`src/rtl/pmul_pkg.sv`:
```
package pmul_pkg;
   typedef enum logic [1:0] {
      PM_LOW     = 2'd0,
      PM_HIGH    = 2'd1,
      PM_PAIRSUM = 2'd2,
      PM_NONE    = 2'd3
   } pm_op_e;
endpackage

```
`src/rtl/pmul_lane_mul.sv`:
```
// One lane: registered signed multiply, loaded only when enabled.
module pmul_lane_mul #(
   parameter int LANE_W = 16
) (
   input  logic                     clk,
   input  logic                     rst_n,
   input  logic                     en,
   input  logic [LANE_W-1:0]        a,
   input  logic [LANE_W-1:0]        b,
   output logic signed [2*LANE_W-1:0] prod
);
   localparam int PW = 2 * LANE_W;

   logic signed [PW-1:0] prod_c;

   always_comb begin
      prod_c = PW'($signed(a)) * PW'($signed(b));
   end

   always_ff @(posedge clk or negedge rst_n) begin
      if (!rst_n)  prod <= '0;
      else if (en) prod <= prod_c;
   end
endmodule

```
`src/rtl/pmul_pack_sel.sv`:
```
// Combinational result formation from the registered lane products.
module pmul_pack_sel #(
   parameter int LANE_W = 16,
   parameter int LANES  = 4
) (
   input  pmul_pkg::pm_op_e              op,
   input  logic [LANES*2*LANE_W-1:0]     prods,
   output logic [LANES*LANE_W-1:0]       data
);
   import pmul_pkg::*;

   localparam int PW     = 2 * LANE_W;
   localparam int DATA_W = LANES * LANE_W;
   localparam int PAIRS  = LANES / 2;

   logic [DATA_W-1:0] lo_w, hi_w, sum_w;

   for (genvar gi = 0; gi < LANES; gi++) begin : g_half
      assign lo_w[gi*LANE_W +: LANE_W] = prods[gi*PW +: LANE_W];
      assign hi_w[gi*LANE_W +: LANE_W] = prods[gi*PW + LANE_W +: LANE_W];
   end

   for (genvar gp = 0; gp < PAIRS; gp++) begin : g_pair
      logic [PW-1:0] even_p, odd_p;
      assign even_p = prods[(2*gp)*PW +: PW];
      assign odd_p  = prods[(2*gp+1)*PW +: PW];
      assign sum_w[gp*PW +: PW] = even_p + odd_p;
   end

   always_comb begin
      unique case (op)
         PM_LOW:     data = lo_w;
         PM_HIGH:    data = hi_w;
         PM_PAIRSUM: data = sum_w;
         default:    data = '0;
      endcase
   end
endmodule

```
`src/rtl/pmul_unit.sv`:
```
// Two-stage packed multiplier: stage 1 lane products, stage 2 selection.
module pmul_unit #(
   parameter int LANE_W = 16,
   parameter int LANES  = 4
) (
   input  logic                     clk,
   input  logic                     rst_n,
   input  logic                     in_valid,
   input  logic [1:0]               in_op,
   input  logic [LANES*LANE_W-1:0]  in_a,
   input  logic [LANES*LANE_W-1:0]  in_b,
   output logic                     out_valid,
   output logic [LANES*LANE_W-1:0]  out_data
);
   import pmul_pkg::*;

   localparam int PW     = 2 * LANE_W;
   localparam int DATA_W = LANES * LANE_W;

   if (LANES < 2 || (LANES % 2) != 0) begin : g_bad_lanes
      $error("pmul_unit: LANES must be even and at least 2");
   end
   if (LANE_W < 2) begin : g_bad_width
      $error("pmul_unit: LANE_W must be at least 2");
   end

   // stage 1
   logic              s1_valid;
   pm_op_e            s1_op;
   logic [LANES*PW-1:0] s1_prods;

   always_ff @(posedge clk or negedge rst_n) begin
      if (!rst_n) begin
         s1_valid <= 1'b0;
         s1_op    <= PM_LOW;
      end else begin
         s1_valid <= in_valid;
         if (in_valid) s1_op <= pm_op_e'(in_op);
      end
   end

   for (genvar gl = 0; gl < LANES; gl++) begin : g_lane
      logic signed [PW-1:0] p;
      pmul_lane_mul #(.LANE_W(LANE_W)) i_mul (
         .clk  (clk),
         .rst_n(rst_n),
         .en   (in_valid),
         .a    (in_a[gl*LANE_W +: LANE_W]),
         .b    (in_b[gl*LANE_W +: LANE_W]),
         .prod (p)
      );
      assign s1_prods[gl*PW +: PW] = p;
   end

   // stage 2
   logic [DATA_W-1:0] sel_data;

   pmul_pack_sel #(.LANE_W(LANE_W), .LANES(LANES)) i_sel (
      .op   (s1_op),
      .prods(s1_prods),
      .data (sel_data)
   );

   always_ff @(posedge clk or negedge rst_n) begin
      if (!rst_n) begin
         out_valid <= 1'b0;
         out_data  <= '0;
      end else begin
         out_valid <= s1_valid;
         if (s1_valid) out_data <= sel_data;
      end
   end
endmodule

```
`config.mk`:
```
export PLATFORM = sky130hd
export DESIGN_NAME = pmul_unit
export DESIGN_NICKNAME = d
export VERILOG_FILES = /design/src/rtl/pmul_pkg.sv /design/src/rtl/pmul_lane_mul.sv /design/src/rtl/pmul_pack_sel.sv /design/src/rtl/pmul_unit.sv
export SDC_FILE = /design/constraint.sdc
export NUM_CORES = 2
export LEC_CHECK = 0
export ABC_CLOCK_PERIOD_IN_PS = 5980
export BUFFER_PORTS_ARGS = -buffer_cell sky130_fd_sc_hd__buf_2
export CAP_MARGIN = 20
export CELL_PAD_IN_SITES_DETAIL_PLACEMENT = 1
export CELL_PAD_IN_SITES_GLOBAL_PLACEMENT = 1
export CORE_ASPECT_RATIO = 0.9
export CORE_UTILIZATION = 35
export CTS_BUF_LIST = sky130_fd_sc_hd__clkbuf_4
export CTS_CLUSTER_SIZE = 16
export DETAILED_ROUTE_END_ITERATION = 12
export PLACE_DENSITY_LB_ADDON = 0.1
export SYNTH_ARGS = -nofsm -noshare
export SYNTH_HDL_FRONTEND = slang
export SYNTH_SLANG_ARGS = --single-unit
```
`constraint.sdc`:
```
create_clock -name clk -period 5.98 [get_ports clk]
set_input_delay 0.897 -clock clk [delete_from_list [all_inputs] [get_ports clk]]
set_output_delay 0.897 -clock clk [all_outputs]
set_load 0.02 [all_outputs]
```
* Word-level counts from Yosys, hierarchy flattened
Cells that the tools add are included.
W data, S select, Z words.
** Storage, ports and cells
- Register bits :: 196
- Logic and storage cells :: 18
** Cells by class
- Multiply operators :: 4
- Eq/ne operators :: 2
- Muxes and demuxes :: 1
- Reduce and logical (&&, ||, !) cells :: 1
- Add/subtract/negate cells :: 2
** Operator list (number)
- $pmux W64 S3 :: 1
- $mul A16 B16 Y32 :: 4
- $add A32 B32 Y32 :: 2
- $eq A2 B1 Y1 const B :: 1
- $eq A2 B2 Y1 const B :: 1
- $logic_not A2 Y1 :: 1

* Depth between registers and ports, before layout
- Depth in word-level cells :: 2
- Gate-level depth with buffers :: 24
- Mapped depth without buffers :: 23

* Cells and area by module
Synthesis repeated with hierarchy kept, for this count alone.
** Unflattened totals
- Cell total of the unflattened synthesis :: 5614
- Area, all modules :: 52167.5 µm²
** Modules (own cells, without submodules)
- pmul_lane_mul (g_lane[1].i_mul ...) :: area an instance 11269.6 µm², instances 2, seq. area each 800.8 µm², cells an instance 1215
- pmul_lane_mul (g_lane[0].i_mul) :: area an instance 11269.6 µm², instances 1, seq. area each 800.8 µm², cells an instance 1214
- pmul_lane_mul (g_lane[3].i_mul) :: area an instance 11116.9 µm², instances 1, seq. area each 800.8 µm², cells an instance 1168
- pmul_pack_sel :: area an instance 4440.5 µm², instances 1, seq. area each 0.0 µm², cells an instance 661
- pmul_unit :: area an instance 2801.4 µm², instances 1, seq. area each 1701.6 µm², cells an instance 141

* Worst setup path before layout
Ideal clock, no wire load.
- Path type :: in2reg
- From :: input port in_a[63]
- To :: register g_lane[3].i_mul.prod[31]
- Setup time :: 135 ps
- Data arrival time :: 6804 ps
- Required time :: 5845 ps
- Path slack :: -958 ps
- Cell stages on the path :: 21
- Cell sequence :: clkbuf_1 -> nand2_1 -> inv_1 -> fa_1 -> fa_1 -> fa_1 -> fa_1 -> fa_1 -> inv_1 -> fa_1 -> inv_1 -> ha_1 -> a21o_1 -> a21o_1 -> a21oi_1 -> a311oi_1 -> and3_1 -> or4b_1 -> a31oi_1 -> xnor2_1 -> a21oi_1
** On the way
- Word-level cells in the longest chain between the ends :: 1
** Ends and longest elaborated chain
- from (decl) :: RTL line pmul_unit.sv:10 : input logic [LANES*LANE_W-1:0] in_a,
- $mul A16 B16 Y32 :: RTL line pmul_lane_mul.sv:17 : prod_c = PW'($signed(a)) * PW'($signed(b));
- to (signal assigned) :: RTL line pmul_lane_mul.sv:22 : else if (en) prod <= prod_c;
- to (decl) :: RTL line pmul_lane_mul.sv:10 : output logic signed [2*LANE_W-1:0] prod
No other way between the ends.
A chain may end at the register's enable or synchronous reset.

* Worst setup path after layout
Ends and elaborated chain as after synthesis.

==> flow_summary.yaml <==
finish:
  area_growth_pct: 17.5
  drive_gt1_share_pct: 18.5
  fin_nets: 7630
  utilization_pct: 41.5
worst_setup_path:
  critPathLaunchType: "input port"
  path_class: "in2reg"
  cp-end-kind: "flip-flop"
  crit_fanout: 9
  worstPathArrival_ns: 6.49
  reg2regPathDepth: 11
  cp.required_ns: 6.57
status:
  status: "complete, no violations"
sta:
  fmax_mhz: 169
  hold_viol: 0
  fin_crit_ns: 5.90
  slew_violations: 0
  rsz0062_at_grt: "yes"
  relSlewSlack_pct: 32.1
  setup_tns_ns: 0
  setup_slack_ns: 0.0802
  period_share_pct: 98.7
  finalClockSkew_ns: 0.0694
  setup_viol: 0
  tightest_slew_ns: 1.02
floorplanning:
  start_util_pct: 35.3
  die_y_microns: 361
  dieArea_sq_um: 145000
  fp-row-count: 131
  coreArea_sq_um: 142000
  die_x_microns: 401
  ioPinCount: 198
synthesis:
  ys.flop_type: "dfrtp_1"
  netlist_area_sq_um: 50200
  yosys.cell_count.top_type: "inv_1"
  yosysSeqAreaShare_pct: 9.77
  syn_nets: 6974
  synth-edff-count: 0
  yosys.area.top_type: "fa_1"
  synth_seq_cells: 196
  synth_top_area_share_pct: 41.9
  synth_area_per_cell_sq_um: 9.29
  async_reset_ff_share_pct: 100
  synthTopCellsByCount: "inv_1 (1175), fa_1 (1050), nand2_1 (566)"
  yosysUniqueCellTypes: 75
  syn_inst: 5401
  ys_warn_count: 0
  synth_area_leaders: "fa_1 (42%), dfrtp_1 (9.8%), ha_1 (9.7%), inv_1 (8.8%), and2_1 (6.1%)"
global_route:
  first_global_vias: 43600
  grt_antenna_before_repair: 4
  gr-total-overflow: 0
  grt_pass1_wl_microns: 237000
  grt_max_degree: 122
  track_usage_pct: 20.6
place:
  dp_slack_ns: -0.837
  place.port_buffers: 197
  place_congestion: 0.846
  dp_hpwl_microns: 126000
routing:
  routed.top_layer: "met4"
  vias: 38100
  wl_met1_microns: 64900
  wl_met2_microns: 71500
  ant_nets: 0
  routed_wl_microns: 143000
  dr.pass1.iters: 5
  drtIter0Drc: 1380
  met3WireLength_microns: 4680
  post_drt_wl_per_cell_microns: 18.0
  drt-vias-per-instance: 4.81
  drc: 0
clocking:
  worstSkewPairLatency_ns: 0.73
  root_buffer: "clkbuf_4"
  ctsHtreeMaxLevel: 4
  path_clk_slew_ns: 0.19
  cts_tree: "built"
  cts_sinks: 196
  clk_path_buf_depth: 3
  numCtsBuffers: 25
run:
  cap_violations: 0
min_path:
  min_path_type: "in2async"
==> layer usage <==
metal  global-route usage, %  vias to the layer above
li1                        -                    17800
met1                    27.9                    19900
met2                    36.1                      372
met3                    2.45                       84
met4                    2.31                        0
met5                       0                        -
==> critical path, stage by stage <==
cell	delay (ns)
clkbuf_4	0.19
and2_4	0.17
fa_2	0.65
fa_2	0.50
buf_4	0.17
fa_1	0.55
fa_1	0.44
fa_1	0.49
inv_1	0.05
fa_1	0.47
inv_1	0.06
ha_4	0.22
a21o_1	0.16
a21oi_2	0.18
o211ai_1	0.13
and3_1	0.23
or4b_4	0.53
a31oi_4	0.18
xnor2_1	0.14
a21oi_1	0.08
==> stage by stage <==
stage	hold WS [ns]	cell area, sq um	cells
floorplan	0.393	51300	5401
global placement	0.467	58300	7885
detailed placement	0.464	58300	7885
CTS	0.0762	58600	7917
global route	0.0774	59000	7926
finish	0.0986	59000	7926
==> logic make-up (layout without fill, tap and decap cells) <==
logic type / Yosys count / count (layout) / share of synthesized area, %
other cells: 0 / 2 / 0
simple gates: 1452 / 1452 / 14.1
mux: 149 / 149 / 3.22
xor+xnor: 189 / 189 / 3.30
buf+inv: 1365 / 2026 / 10.2
compound gates: 610 / 610 / 7.84
fa+ha+maj: 1440 / 1440 / 51.6
flops: 196 / 196 / 9.77
==> repair_timing <==
item | CTS | global route
pin swaps | 1 | 41
hold buffers | 0 | 0
endpoints found under the hold margin | 0 | 0
resized for setup | 5 | 111
endpoints found under the setup margin | 1 | 38
setup buffers | 0 | 7
==> area by class of cell <==
type | count | area (sq um)
Sequential cell | 196 | 4910
Multi-Input combinational cell | 3840 | 41000
Fill cell | 16400 | 83100
Clock buffer | 27 | 203
Tap cell | 1862 | 2330
Inverter | 1176 | 4420
Timing Repair Buffer | 818 | 6070
Antenna cell | 2 | 5.00
Clock inverter | 5 | 55.1
==> cell usage in the layout, fill, tap and decap left out, types with 8 or more instances in the layout <==
cell type,Yosys,final
ha_1,390,363
clkbuf_4,0,62
buf_12,0,21
nand2_1,566,553
nand3_1,43,43
fa_2,0,27
o21bai_1,21,21
nor2b_1,11,9
o21ai_1,5,16
ha_4,0,25
inv_1,1175,1161
nor3_1,32,28
dfrtp_1,196,193
nor2_1,217,211
a221o_1,9,8
and3_1,12,12
a31oi_1,21,18
o211ai_1,20,20
and2_1,492,476
o21ai_0,92,78
nand2b_1,32,32
fa_1,1050,1023
o31ai_1,11,8
a211oi_1,29,24
and2_4,0,16
a21o_1,75,75
buf_4,0,612
nand4_1,12,12
buf_2,2,144
mux2i_1,50,50
xnor2_1,153,153
o21a_1,23,23
a211o_1,10,10
inv_2,0,13
a21oi_1,222,206
mux2_2,99,99
xor2_1,36,36
a21oi_2,1,16
==> flip-flops by register name, summed over array words and instances, names as in the netlist <==
name               cells
out_valid              1
g_lane.i_mul.prod    128
out_data              64
s1_valid               1
s1_op                  2
==> final timing paths <==
kind                                    startpoint                  endpoint  slack [ns]
setup / recovery                          in_a[63]  g_lane[3].i_mul.prod[31]        0.08
hold / removal                               rst_n               out_data[7]         0.1
setup reg to reg           g_lane[0].i_mul.prod[0]              out_data[14]        2.00
hold reg to reg                       out_data[45]              out_data[45]        0.50
max in group asynchronous                    rst_n                  s1_op[0]        4.64
min in group clk                          in_op[1]                  s1_op[1]        0.36
Power is not shown: default switching activity piles up to over one toggle a cycle in this logic, so the estimate is an artifact.
